$ cat src/rtl/crbif_pkg.sv
package crbif_pkg;

    localparam logic [11:0] OFF_LOC_STATE = 12'h000;
    localparam logic [11:0] OFF_LOC_CTRL  = 12'h008;
    localparam logic [11:0] OFF_LOC_STS   = 12'h00C;
    localparam logic [11:0] OFF_IDENT     = 12'h030;
    localparam logic [11:0] OFF_CTL_REQ   = 12'h040;
    localparam logic [11:0] OFF_CTL_STS   = 12'h044;
    localparam logic [11:0] OFF_CANCEL    = 12'h048;
    localparam logic [11:0] OFF_START     = 12'h04C;
    localparam logic [11:0] OFF_CMD_SZ    = 12'h058;
    localparam logic [11:0] OFF_CMD_ADR   = 12'h05C;
    localparam logic [11:0] OFF_RSP_SZ    = 12'h064;
    localparam logic [11:0] OFF_RSP_ADR   = 12'h068;
    localparam logic [11:0] OFF_BUF       = 12'h080;

    localparam logic [7:0] NO_OWNER = 8'hFF;

    // identification fields
    localparam logic [31:0] IDENT_VALUE = (32'd1 << 0)   // interface type
                                        | (32'd1 << 4)   // version
                                        | (32'd3 << 11)  // transfer size code
                                        | (32'd1 << 14)  // buffer interface supported
                                        | (32'd1 << 17); // selector

    typedef enum logic [1:0] {
        CS_READY = 2'd0,
        CS_ISSUE = 2'd1,
        CS_WAIT  = 2'd2
    } cmd_state_t;

endpackage

$ cat src/rtl/crbif_buf.sv
module crbif_buf #(
    parameter int BUF_BYTES = 128,
    localparam int WORDS  = BUF_BYTES / 4,
    localparam int WIDX_W = $clog2(WORDS)
) (
    input  logic              clk,
    input  logic              we,
    input  logic [WIDX_W-1:0] widx,
    input  logic [3:0]        wbe,
    input  logic [31:0]       wdata,
    input  logic [WIDX_W-1:0] ridx,
    output logic [31:0]       rword,
    output logic [31:0]       hdr_size
);
    logic [7:0] mem [BUF_BYTES];

    always_ff @(posedge clk) begin
        for (int l = 0; l < 4; l++) begin
            if (we && wbe[l])
                mem[{widx, 2'(l)}] <= wdata[8*l +: 8];
        end
    end

    always_comb begin
        rword    = {mem[{ridx, 2'd3}], mem[{ridx, 2'd2}], mem[{ridx, 2'd1}], mem[{ridx, 2'd0}]};
        hdr_size = {mem[2], mem[3], mem[4], mem[5]};
    end
endmodule

$ cat src/rtl/crbif_loc.sv
module crbif_loc #(
    parameter int LOC_W = 3
) (
    input  logic             clk,
    input  logic             rst_n,
    input  logic             ctl_we,
    input  logic [31:0]      ctl_val,
    input  logic [LOC_W-1:0] wr_loc,
    output logic             assigned,
    output logic [LOC_W-1:0] active,
    output logic             granted
);
    always_ff @(posedge clk) begin
        if (!rst_n) begin
            assigned <= 1'b0;
            active   <= '0;
            granted  <= 1'b0;
        end else if (ctl_we) begin
            unique case (ctl_val)
                32'd1: begin
                    assigned <= 1'b1;
                    active   <= wr_loc;
                    granted  <= 1'b1;
                end
                32'd2: begin
                    assigned <= 1'b0;
                    granted  <= 1'b0;
                end
                default: ;
            endcase
        end
    end


    req_grant_chk: assert property (@(posedge clk) disable iff (!rst_n)
        (ctl_we && ctl_val == 32'd1) |=> (assigned && granted && active == $past(wr_loc)));


    rel_clear_chk: assert property (@(posedge clk) disable iff (!rst_n)
        (ctl_we && ctl_val == 32'd2) |=> (!assigned && !granted));
endmodule

$ cat src/rtl/crbif_cmd_fsm.sv
module crbif_cmd_fsm
    import crbif_pkg::*;
#(
    parameter int ST_W = 8
) (
    input  logic            clk,
    input  logic            rst_n,
    input  logic            start_we,
    input  logic [31:0]     start_val,
    input  logic            cancel_we,
    input  logic [31:0]     cancel_val,
    input  logic            loc_match,
    input  logic            be_done,
    input  logic [ST_W-1:0] be_status,
    output logic            launch,
    output logic            busy,
    output logic            be_req,
    output logic            be_cancel,
    output logic            fatal
);
    cmd_state_t state, state_nx;

    always_comb begin
        state_nx = state;
        launch   = 1'b0;
        unique case (state)
            CS_READY: if (start_we && start_val == 32'd1 && loc_match) begin
                state_nx = CS_ISSUE;
                launch   = 1'b1;
            end
            CS_ISSUE: state_nx = CS_WAIT;
            CS_WAIT:  if (be_done) state_nx = CS_READY;
            default:  state_nx = CS_READY;
        endcase
    end

    always_ff @(posedge clk) begin
        if (!rst_n) state <= CS_READY;
        else        state <= state_nx;
    end

    always_ff @(posedge clk) begin
        if (!rst_n) begin
            be_cancel <= 1'b0;
            fatal     <= 1'b0;
        end else begin
            be_cancel <= cancel_we && cancel_val == 32'd1 && state != CS_READY;
            if (state == CS_WAIT && be_done && be_status != '0)
                fatal <= 1'b1;
        end
    end

    always_comb begin
        busy   = (state != CS_READY);
        be_req = (state == CS_ISSUE);
    end


    req_pulse_chk: assert property (@(posedge clk) disable iff (!rst_n)
        be_req |=> !be_req);


    req_after_start_chk: assert property (@(posedge clk) disable iff (!rst_n)
        be_req |-> $past(start_we && loc_match));


    cancel_busy_chk: assert property (@(posedge clk) disable iff (!rst_n)
        be_cancel |-> $past(busy));


    done_clear_chk: assert property (@(posedge clk) disable iff (!rst_n)
        (state == CS_WAIT && be_done) |=> !busy);


    fatal_sticky_chk: assert property (@(posedge clk) disable iff (!rst_n)
        fatal |=> fatal);
endmodule

$ cat src/rtl/crbif_ctrl.sv
module crbif_ctrl
    import crbif_pkg::*;
#(
    parameter int          ADDR_W    = 15,
    parameter int          BUF_BYTES = 128,
    parameter int          BE_CAP    = 96,
    parameter logic [31:0] BASE      = 32'hFED4_0000,
    parameter int          ST_W      = 8,
    localparam int LOC_W  = ADDR_W - 12,
    localparam int WIDX_W = $clog2(BUF_BYTES / 4)
) (
    input  logic              clk,
    input  logic              rst_n,
    input  logic              bus_wr,
    input  logic              bus_rd,
    input  logic [ADDR_W-1:0] bus_addr,
    input  logic [31:0]       bus_wdata,
    input  logic [3:0]        bus_be,
    output logic [31:0]       bus_rdata,
    output logic              be_req,
    output logic              be_cancel,
    output logic [31:0]       be_len,
    input  logic              be_done,
    input  logic [ST_W-1:0]   be_status,
    input  logic              be_established
);
    logic [11:0]       off;
    logic [11:0]       word_off;
    logic [LOC_W-1:0]  wloc;
    logic              in_buf;
    logic [WIDX_W-1:0] bidx;
    logic [31:0]       wval;
    logic              reg_we;
    logic              assigned, granted, busy, fatal, launch, loc_match;
    logic [LOC_W-1:0]  active;
    logic [7:0]        owner_rd;
    logic              idle;
    logic [31:0]       buf_word, hdr_size, word, len_clamp;

    always_comb begin
        off      = bus_addr[11:0];
        word_off = {off[11:2], 2'b00};
        wloc     = bus_addr[ADDR_W-1:12];
        in_buf   = (32'(word_off) >= 32'(OFF_BUF)) && (32'(word_off) < 32'(OFF_BUF) + 32'(BUF_BYTES));
        bidx     = WIDX_W'((32'(word_off) - 32'(OFF_BUF)) >> 2);
        for (int l = 0; l < 4; l++)
            wval[8*l +: 8] = bus_be[l] ? bus_wdata[8*l +: 8] : 8'h00;
        reg_we    = bus_wr && !in_buf;
        loc_match = assigned && (active == wloc);
        owner_rd  = assigned ? 8'(active) : NO_OWNER;
        len_clamp = (hdr_size > 32'(BE_CAP)) ? 32'(BE_CAP) : hdr_size;
    end

    crbif_buf #(.BUF_BYTES(BUF_BYTES)) u_buf (
        .clk      (clk),
        .we       (bus_wr && in_buf),
        .widx     (bidx),
        .wbe      (bus_be),
        .wdata    (bus_wdata),
        .ridx     (bidx),
        .rword    (buf_word),
        .hdr_size (hdr_size)
    );

    crbif_loc #(.LOC_W(LOC_W)) u_loc (
        .clk      (clk),
        .rst_n    (rst_n),
        .ctl_we   (reg_we && word_off == OFF_LOC_CTRL),
        .ctl_val  (wval),
        .wr_loc   (wloc),
        .assigned (assigned),
        .active   (active),
        .granted  (granted)
    );

    crbif_cmd_fsm #(.ST_W(ST_W)) u_fsm (
        .clk        (clk),
        .rst_n      (rst_n),
        .start_we   (reg_we && word_off == OFF_START),
        .start_val  (wval),
        .cancel_we  (reg_we && word_off == OFF_CANCEL),
        .cancel_val (wval),
        .loc_match  (loc_match),
        .be_done    (be_done),
        .be_status  (be_status),
        .launch     (launch),
        .busy       (busy),
        .be_req     (be_req),
        .be_cancel  (be_cancel),
        .fatal      (fatal)
    );

    always_ff @(posedge clk) begin
        if (!rst_n) begin
            idle   <= 1'b1;
            be_len <= '0;
        end else begin
            if (reg_we && word_off == OFF_CTL_REQ) begin
                if (wval == 32'd1)      idle <= 1'b0;
                else if (wval == 32'd2) idle <= 1'b1;
            end
            if (launch) be_len <= len_clamp;
        end
    end

    always_comb begin
        unique case (word_off)
            OFF_LOC_STATE: word = {16'h0000, owner_rd, 6'b0, assigned, ~be_established};
            OFF_LOC_STS:   word = {31'b0, granted};
            OFF_IDENT:     word = IDENT_VALUE;
            OFF_CTL_STS:   word = {30'b0, idle, fatal};
            OFF_START:     word = {31'b0, busy};
            OFF_CMD_SZ,
            OFF_RSP_SZ:    word = 32'(BUF_BYTES);
            OFF_CMD_ADR,
            OFF_RSP_ADR:   word = BASE + 32'(OFF_BUF);
            default:       word = in_buf ? buf_word : 32'h0;
        endcase
    end

    always_ff @(posedge clk) begin
        if (!rst_n)      bus_rdata <= '0;
        else if (bus_rd) bus_rdata <= word >> {bus_addr[1:0], 3'b000};
    end


    len_cap_chk: assert property (@(posedge clk) disable iff (!rst_n)
        be_req |-> (be_len <= 32'(BE_CAP)));


    rdata_hold_chk: assert property (@(posedge clk) disable iff (!rst_n)
        !$past(bus_rd) |-> $stable(bus_rdata));
endmodule

$ cat config.mk
export PLATFORM = sky130hd
export DESIGN_NAME = crbif_ctrl
export DESIGN_NICKNAME = d
export VERILOG_FILES = /design/src/rtl/crbif_pkg.sv /design/src/rtl/crbif_buf.sv /design/src/rtl/crbif_loc.sv /design/src/rtl/crbif_cmd_fsm.sv /design/src/rtl/crbif_ctrl.sv
export SDC_FILE = /design/constraint.sdc
export NUM_CORES = 1
export LEC_CHECK = 0
export BUFFER_PORTS_ARGS = -buffer_cell sky130_fd_sc_hd__buf_4
export CAP_MARGIN = 20
export CORE_MARGIN = 2
export CORE_UTILIZATION = 45
export CTS_BUF_LIST = sky130_fd_sc_hd__clkbuf_16
export CTS_CLUSTER_DIAMETER = 60
export DETAILED_ROUTE_END_ITERATION = 8
export PLACE_DENSITY = 0.72
export SKIP_LAST_GASP = 1
export SLEW_MARGIN = 20
export SYNTH_ARGS = -nofsm -noshare
export SYNTH_HDL_FRONTEND = slang
export SYNTH_SLANG_ARGS = --single-unit
export TNS_END_PERCENT = 5
$ cat constraint.sdc
create_clock -name clk -period 2.8 [get_ports clk]
set_input_delay 0.42 -clock clk [delete_from_list [all_inputs] [get_ports clk]]
set_output_delay 0.42 -clock clk [all_outputs]
set_load 0.01 [all_outputs]
; Word level (Yosys, flattened, before mapping)
; Memory sizes are Yosys's and may differ from the RTL's.
; Cells that the tools add are included.
[totals]
register_bits = 73
mem_bits_rw = 1024
inputBits = 65
out_inout_bits = 66
memories = 1
[classes]
n_addsub = 1
magnitude_cmp = 3
n_eq_ne = 18
shift = 1
mux = 24
n_bitwise = 1
reduce_logical = 30
[mem_list]
columns = memory, words, width, rd, rd_clocked_by_memory_dff, write_ports, line
row1 = u_buf.mem, 128, 8, 8, 0, 4, crbif_buf.sv:15  ; logic [7:0] mem [BUF_BYTES];
[op_table]
columns = operator, n
row1 = $pmux W32 S7, 1
row2 = $eq A10 B5 Y1 const B, 8
row3 = $mux W32, 2
row4 = $mux W8, 5
row5 = $eq A32 B1 Y1 const B, 1
row6 = $eq A32 B2 Y1 const B, 1
row7 = $gt A32 B7 Y1 const B, 1
row8 = $shr A32 B5 Y32, 1
row9 = $eq A10 B2 Y1 const B, 2
row10 = $logic_and A1 B1 Y1, 18
row11 = $ge A12 B8 Y1 const B, 1
row12 = $logic_not A12 Y1, 1
row13 = $lt A12 B9 Y1 const B, 1
row14 = $mux W1, 12
row15 = $eq A10 B4 Y1 const B, 1
row16 = $reduce_and A2 Y1, 4
row17 = $reduce_bool A8 Y1, 1
row18 = $sub A7 B1 Y7 const B, 1
row19 = $pmux W2 S3, 1
row20 = $mux W2, 2
row21 = $reduce_bool A2 Y1, 2
row22 = $reduce_or A2 Y1, 2
row23 = $eq A3 B3 Y1, 1
row24 = $eq A2 B1 Y1 const B, 1
row25 = 7 further kinds, 7

; Longest topological paths before layout
; Gate-level depths: netlist of the first run.
[logic_depth]
ltp_word = 9
ltp_mapped = 13

; By module
; From an unflattened synthesis of the first run, not the netlist that was laid out.
[hier_totals]
cells_unflattened = 2849
area_unflattened_um2 = 44465.1
[by_module_without_submodules]
columns = module, n_inst, cells_each, area_each_um2, seq_area_each_um2
row1 = crbif_buf, 1, 2374, 40391.2, 30749.5
row2 = crbif_ctrl, 1, 404, 3468.3, 1301.2
row3 = crbif_cmd_fsm, 1, 42, 326.6, 80.1
row4 = crbif_loc, 1, 29, 279.0, 80.1

; Worst setup path after synthesis of the first run
; OpenSTA, ideal clock, no wires.
[synth_path]
kind = input -> register
start = input bus_addr[11]
end = memory u_buf.mem[68][0] (netlist: u_buf.mem[34][0]), enable pin
arrival_time_ns = 2.403
setup_slack_ns = 0.026
cell_stages = 7
path_buffers = 3
cell_sequence = nor4_1 -> and2_1 -> clkbuf_1 -> clkbuf_1 -> nand3_1 -> clkbuf_1 -> nor2_1
[synth_lines]
columns = element, line
row1 = "start, declared", crbif_ctrl.sv:16  ; input logic [ADDR_W-1:0] bus_addr,
row2 = "end, declared", crbif_buf.sv:15

==> key figures, run 1 <==
Status
  • Status: completed

Setup path
  • Critical path cell sequence: mux4_1 > mux4_2 > and2_1 > a211oi_1 > buf_4 > o21ai_1 > a311o_1
  • Required time of the critical path: 3380 ps
  • CP Launch Type: flip-flop
  • CP max FO: 2
  • Worst R2R End: bus_rdata[5]
  • CP endpoint kind: flip-flop
  • R2R depth: 7
  • Crit path max-delay family: multiplexers
  • Slowest CP cell: mux4_2
  • Setup CP Type: flip-flop to flip-flop
  • RR Startpoint: u_buf.mem[56][13]
  • CP bufs+invs: 1
  • Critical Path AT: 3260 ps
  • CP max stage delay: 550 ps
  • Reg2Reg Setup Slack: 120 ps

Clock network
  • Clk sink count: 1,097
  • Clk slew on worst S/H paths: 70 ps
  • CTS Buffer Depth: 3
  • Root Driver: clkbuf_16
  • Clk Latency, worst-skew pair: 700 ps
  • H-tree depth: 3
  • CTS tree: done
  • CTS buffer count: 107

STA
  • Relative slew slack: 49.4%
  • Highest Clock Rate: 373 MHz
  • Number of hold violations in the final report: 0
  • Minimum clock period: 2680 ps
  • Period Utilization, post-route: 95.7%
  • Worst-margin pin slew: 757 ps
  • Pins Over Slew Limit: 0
  • Fin Hold WS: 29.4 ps
  • Setup violators final: 0
  • RSZ-0062 raised after global routing: false
  • Skew final: 39.8 ps

Place
  • # placed instances: 3,799
  • PortBufs: 130
  • DPL Wire Length: 83,300 µm
  • RD Place Congestion: 0.973
  • Placed Area: 48,100 µm²

Global routing
  • Vias in the first global route: 24,200
  • Total GRT Usage: 24.4%
  • GRT overflow: 0
  • Largest net degree at the start of global routing: 37
  • First-pass GRT wire length: 172,000 µm
  • Initial antenna violation count: 7

Floorplan
  • Boundary pin count: 131
  • Starting Density: 45.5%
  • Placement Rows: 113
  • Die area: 98,500 µm²
  • Die W: 314 µm
  • CORE AREA: 95,000 µm²
  • Chip height: 314 µm

Drt
  • Post-route ant nets: 0
  • First-pass DRT Iterations: 5
  • DR vias/cell: 6.07
  • Post-Route WL: 120,000 µm
  • Avg WL per Cell: 30.0 µm
  • Via count: 24,300
  • 1st-iter DRT viols: 3,933
  • Drt drc: 0

Layout
  • Storage cell area: 32,200 µm²
  • Layout Cells excl Fill: 4,002
  • Fillers: 7,224
  • Layout cell share with drive strength beyond 1: 33.7%
  • Final-stage net count: 2,709
  • Area of the multi-input gates: 10,200 µm²
  • Area grow syn2layout: 19.4%
  • Final core utilization: 54.3%
  • Fin area: 51,600 µm²

Power and ir drop
  • Leakage: 17.2 nW
  • Worst vdd ir: 0.000545 V
  • Pwr dens: 657 nW/µm²
  • Design Power: 33.9 mW

Min path
  • Hold depth: 3
  • Hold/Removal Path Class: primary input to flip-flop
  • Hold Path Origin: bus_addr[13]
  • Worst hold endpoint: u_loc.active[1]

Flow run
  • Max-capacitance violation count: 0

Synthesis
  • Ys flop type: edfxtp_1
  • Mapped Avg Cell Area: 20.0 µm²
  • Synth cell types: 66
  • FF+latch count, synth: 1,097
  • YS warnings: 0
  • Count of flip-flops with a built-in enable after synthesis: 1,024
  • Post-Syn Nets: 2,227
  • Seq/Total Area, Yosys: 74.6%
  • Mapped Area: 43,200 µm²
  • Async SR Flop Fraction: 0%
  • Synthesized instance count: 2,162
==> through the flow <==
step	setup TNS, ps	worst slack [ps]
2_1_floorplan	0	26.2
3_3_place_gp	-9110	-485
3_5_place_dp	-9930	-513
4_1_cts	0	166
5_1_grt	0	106
6_report	0	119
==> worst register-to-register path, stage by stage (launching register included) <==
cell	delay [ps]
edfxtp_1	380
mux4_1	510
mux4_2	550
and2_1	220
a211oi_1	350
buf_4	210
o21ai_1	70
a311o_1	280
==> cells in the mapped netlist, types with 8 or more instances <==
| cell | instances | share of area (%) |
|---|---|---|
| edfxtp_1 | 1024 | 71 |
| mux4_2 | 244 | 13 |
| nor2_1 | 169 | 1.5 |
| nand2_1 | 82 | 0.71 |
| dfxtp_1 | 73 | 3.4 |
| mux2i_1 | 47 | 1.1 |
| clkbuf_1 | 46 | 0.40 |
| o21ai_0 | 36 | 0.42 |
| and2_1 | 35 | 0.51 |
| mux4_1 | 32 | 1.9 |
| nand3_1 | 30 | 0.35 |
| buf_2 | 29 | 0.34 |
| a21oi_1 | 21 | 0.24 |
| nor2b_1 | 21 | 0.30 |
| o22ai_1 | 20 | 0.29 |
| buf_4 | 15 | 0.26 |
| nor3_1 | 15 | 0.17 |
| buf_6 | 14 | 0.37 |
| inv_1 | 12 | 0.10 |
| mux2_2 | 12 | 0.31 |
| a211oi_1 | 10 | 0.17 |
| a22oi_1 | 10 | 0.17 |
| a32oi_1 | 10 | 0.20 |
| buf_1 | 10 | 0.087 |
| nor4_1 | 10 | 0.14 |
| a22o_1 | 9 | 0.18 |
| nand2b_1 | 9 | 0.13 |
| o221ai_1 | 9 | 0.18 |
| o211ai_1 | 8 | 0.14 |
| o2bb2ai_1 | 8 | 0.16 |
==> power by group <==
group	total (mW)	switching, mW	internal (mW)
clock network	14.1	6.21	7.92
logic	1.81	1.07	0.743
registers	17.9	0.00884	17.9
total	33.9	7.28	26.6
==> cell families after synthesis <==
kind of cell	Yosys count	share of synthesized area, %
AO/OA/AOI/OAI	180	2.91
XOR/XNOR	3	0.0609
flip-flops	1097	74.6
AND/OR/NAND/NOR	411	4.50
buffers and inverters	136	1.86
multiplexers	335	16.1
==> registers in the layout, summed over array words and instances (netlist names) <==
register	flops
u_fsm.state	2
u_fsm.be_cancel	1
bus_rdata	32
u_buf.mem	1024
u_fsm.fatal	1
be_len	32
u_loc.granted	1
u_loc.active	3
idle	1
==> what timing repair did <==
action / CTS / global route
gates resized for setup: 0 / 0
hold buffers: 1 / 0
endpoints found under the hold margin: 1 / 0
buffers inserted: 0 / 0
==> cell type report <==
class	count	share of cell area (%)
well taps	1265	3.07
multi-input cells	929	19.7
flip-flops and latches	1097	62.5
inverters	14	0.102
clock inverters	94	1.51
diodes	1	0.00485
repair buffers	495	7.94
clock buffers	107	5.19
==> per-layer routing <==
layer	vias up	GRT usage, %	part of all wire, %
li1	9891	-	-
met4	8	8.14	3.5
met1	12600	34.3	39
met5	-	0	0.048
met2	1557	38.0	47
met3	250	5.44	11
==> worst max-delay path by stage <==
stage                                   to  cells after the start               from  slack [ps]
after floorplan           u_buf.mem[34][0]                      7       bus_addr[11]          30
after global placement        bus_rdata[5]                     10        bus_addr[2]        -490
after detailed placement      bus_rdata[5]                     10        bus_addr[2]        -510
after CTS                     bus_rdata[5]                      7  u_buf.mem[56][13]         170
after global routing          bus_rdata[5]                     10        bus_addr[2]         110
final                         bus_rdata[5]                      7  u_buf.mem[56][13]         120
==> placed cells by master (no fill, tap or decap), types with 23 or more instances in the layout <==
cell	synthesis	final
buf_12	4	29
mux2i_1	47	47
edfxtp_1	1024	1024
nand2_1	82	82
mux4_1	32	32
and2_1	35	35
dfxtp_1	73	73
clkinv_1	1	23
buf_4	15	463
clkbuf_16	0	107
nand3_1	30	30
inv_1	12	29
nor2_1	169	169
mux4_2	244	244
o21ai_0	36	36
clkinv_2	0	25
Power figures use the tool's default switching activity.
==> run 2, diff against run 1 <==
Clock period 2.8 ns to 2.39 ns, I/O delays scaled along.
==> run 2 against run 1 <==
  * The run now ends with setup timing left
  * Register-to-register slack worse by 310 ps
  * Cell area increased by 5.6%
  * First-iteration DRC count is 15% lower
  * Clock skew decreased by 3.0 ps
  * Highest routed layer unchanged
  * Critical path depth stayed put
  * Cell count grew 2.7%
  * Maximum frequency is 4.1% higher
  * Largest power group unchanged
==> key figures, run 2 (same netlist as run 1, synthesis figures left out) <==
Status
  • Status: finished with violations
  • Failing checks: setup timing

Layout
  • Most common cell after layout, fill and taps aside: edfxtp_1
  • Most flops, register: u_buf.mem
  • Top Registers: u_buf.mem: 1024 flops, be_len: 32 flops, bus_rdata: 32 flops
  • Number of flip-flops in the largest register: 1,024
  • Most frequent cells in the layout: edfxtp_1 (1,024), buf_4 (450), mux4_2 (249)
  • Area grow syn2layout: 26.1%
  • Layout cell share with drive strength beyond 1: 40.5%
  • Fillers: 6,909
  • Final core utilization: 57.3%
  • Layout Cells excl Fill: 4,111
  • # diodes: 0
  • Final-stage net count: 2,824

Global routing
  • Largest net degree at the start of global routing: 37
  • Total GRT Usage: 25.3%
  • First-pass GRT wire length: 179,000 µm
  • Initial antenna violation count: 5
  • Vias in the first global route: 24,800
  • GRT overflow: 0

Floorplan
  • Placement Rows: 113
  • CORE AREA: 95,000 µm²
  • Chip height: 314 µm
  • Starting Density: 45.5%
  • Boundary pin count: 131
  • Die W: 314 µm
  • Die area: 98,500 µm²

Power and ir drop
  • Design Power: 40.0 mW
  • Leakage: 18.1 nW
  • Worst vdd ir: 0.000618 V
  • Pwr dens: 735 nW/µm²

STA
  • RSZ-0062 raised after global routing: true
  • Fin Hold WS: 44.9 ps
  • Skew final: 36.8 ps
  • Highest Clock Rate: 388 MHz
  • Number of hold violations in the final report: 0
  • Pins Over Slew Limit: 0
  • Worst setup margin: -186 ps
  • Relative slew slack: 24.0%
  • Worst-margin pin slew: 1140 ps
  • Minimum clock period: 2580 ps
  • Setup violators final: 10
  • Period Utilization, post-route: 108%

Setup path
  • CP max stage delay: 950 ps
  • Setup CP Type: flip-flop to flip-flop
  • Crit path capture: bus_rdata[0]
  • CP bufs+invs: 0
  • Crit path depth: 7
  • Reg2Reg Setup Slack: -190 ps
  • Required time of the critical path: 3010 ps
  • CP endpoint kind: flip-flop
  • CP Launch Type: flip-flop
  • CP startpoint: u_buf.mem[2][8]
  • RR Startpoint: u_buf.mem[2][8]
  • CP max FO: 2
  • Critical Path AT: 3200 ps
  • Critical path cell sequence: mux4_2 > mux4_2 > nor2_1 > a2111oi_1 > nor2b_1 > a211oi_1 > a221o_1
  • R2R depth: 7
  • Worst path most repeated cell: mux4_2
  • Slowest CP cell: a2111oi_1
  • Worst R2R End: bus_rdata[0]
  • Crit path max-delay family: compound AO/OA/AOI/OAI gates

Flow run
  • Max-capacitance violation count: 0

Place
  • PortBufs: 130
  • RD Place Congestion: 0.972
  • DPL Wire Length: 87,600 µm
  • # placed instances: 3,911

Drt
  • Post-route ant nets: 0
  • Avg WL per Cell: 30.3 µm
  • Post-Route WL: 124,000 µm
  • 1st-iter DRT viols: 3,341
  • DR vias/cell: 6.01
  • Via count: 24,700
  • Drt drc: 0
  • First-pass DRT Iterations: 5

Clock network
  • Clk sink count: 1,097
  • H-tree depth: 3
  • CTS Buffer Depth: 3
  • CTS tree: done
  • CTS buffer count: 107
  • Clk slew on worst S/H paths: 70 ps
  • Root Driver: clkbuf_16
  • Clk Latency, worst-skew pair: 690 ps

Min path
  • Hold/Removal Path Class: primary input to flip-flop
==> run 2: cell types whose count changed in the layout (fill, tap and decap cells not counted), sizes merged <==
cell | previous run | this run
bufinv | 10 | 12
diode | 1 | 0
clkbuf | 107 | 111
clkinv | 53 | 43
buf | 494 | 604
dlygate4sd3 | 1 | 6
clkinvlp | 5 | 4
==> run 2: power breakdown <==
group	leakage, nW	switching, mW	total (mW)	internal [mW]
Clock	1.79	7.06	16.8	9.69
Combinational	6.55	1.30	2.27	0.971
Sequential	9.79	0.0104	21.0	21.0
==> run 2: worst min path at each step <==
| stage | depth (start not counted) | slack [ps] | endpoint | startpoint |
|---|---|---|---|---|
| 3_3_place_gp | 1 | 440 | be_len[30] | be_len[30] |
| 2_1_floorplan | 1 | 440 | u_fsm.fatal | u_fsm.fatal |
| 6_report | 3 | 40 | bus_rdata[26] | bus_rd |
| 5_1_grt | 3 | 50 | bus_rdata[26] | bus_rd |
| 3_5_place_dp | 1 | 440 | be_len[26] | be_len[26] |
| 4_1_cts | 2 | 10 | idle | rst_n |
==> run 2: metal layers <==
metal | wire, µm | global-route usage (%)
met2 | 59600 | 40.4
met3 | 11400 | 4.20
met5 | 34 | 0
met4 | 4020 | 8.49
met1 | 49300 | 35.8
==> run 2: cell type report <==
| class | count | area, µm² | area share (%) |
|---|---|---|---|
| clock buffer | 111 | 2780 | 5.10 |
| clock inverter | 85 | 742 | 1.36 |
| inverter | 14 | 52.6 | 0.0965 |
| multi-input combinational | 929 | 10600 | 19.4 |
| sequential | 1097 | 32200 | 59.2 |
| tap | 1265 | 1580 | 2.91 |
| timing repair buffer | 610 | 6510 | 12.0 |
==> run 2: repair_timing <==
item | CTS | global route
buffers inserted | 0 | 0
pin swaps | 2 | 2
resized for setup | 10 | 7
endpoints found under the setup margin | 8 | 19
endpoints found under the hold margin | 6 | 0
hold buffers | 6 | 0
==> run 2: worst register-to-register path, delay by kind of cell (launching register included) <==
kind	cells	cell delay, ps
AOI/OAI and AO/OA	3	1400
DFF	1	380
muxes	2	530
and+or+nand+nor	2	240
==> run 2: metrics by stage <==
stage	instance area [µm²]	setup slack, ps	setup TNS (ps)
finish	54500	-186	-608
global route	54500	-185	-1210
CTS	54400	-113	-329
detailed placement	50800	-861	-130260
global placement	50800	-823	-103410
floorplan	43500	-199	-60530
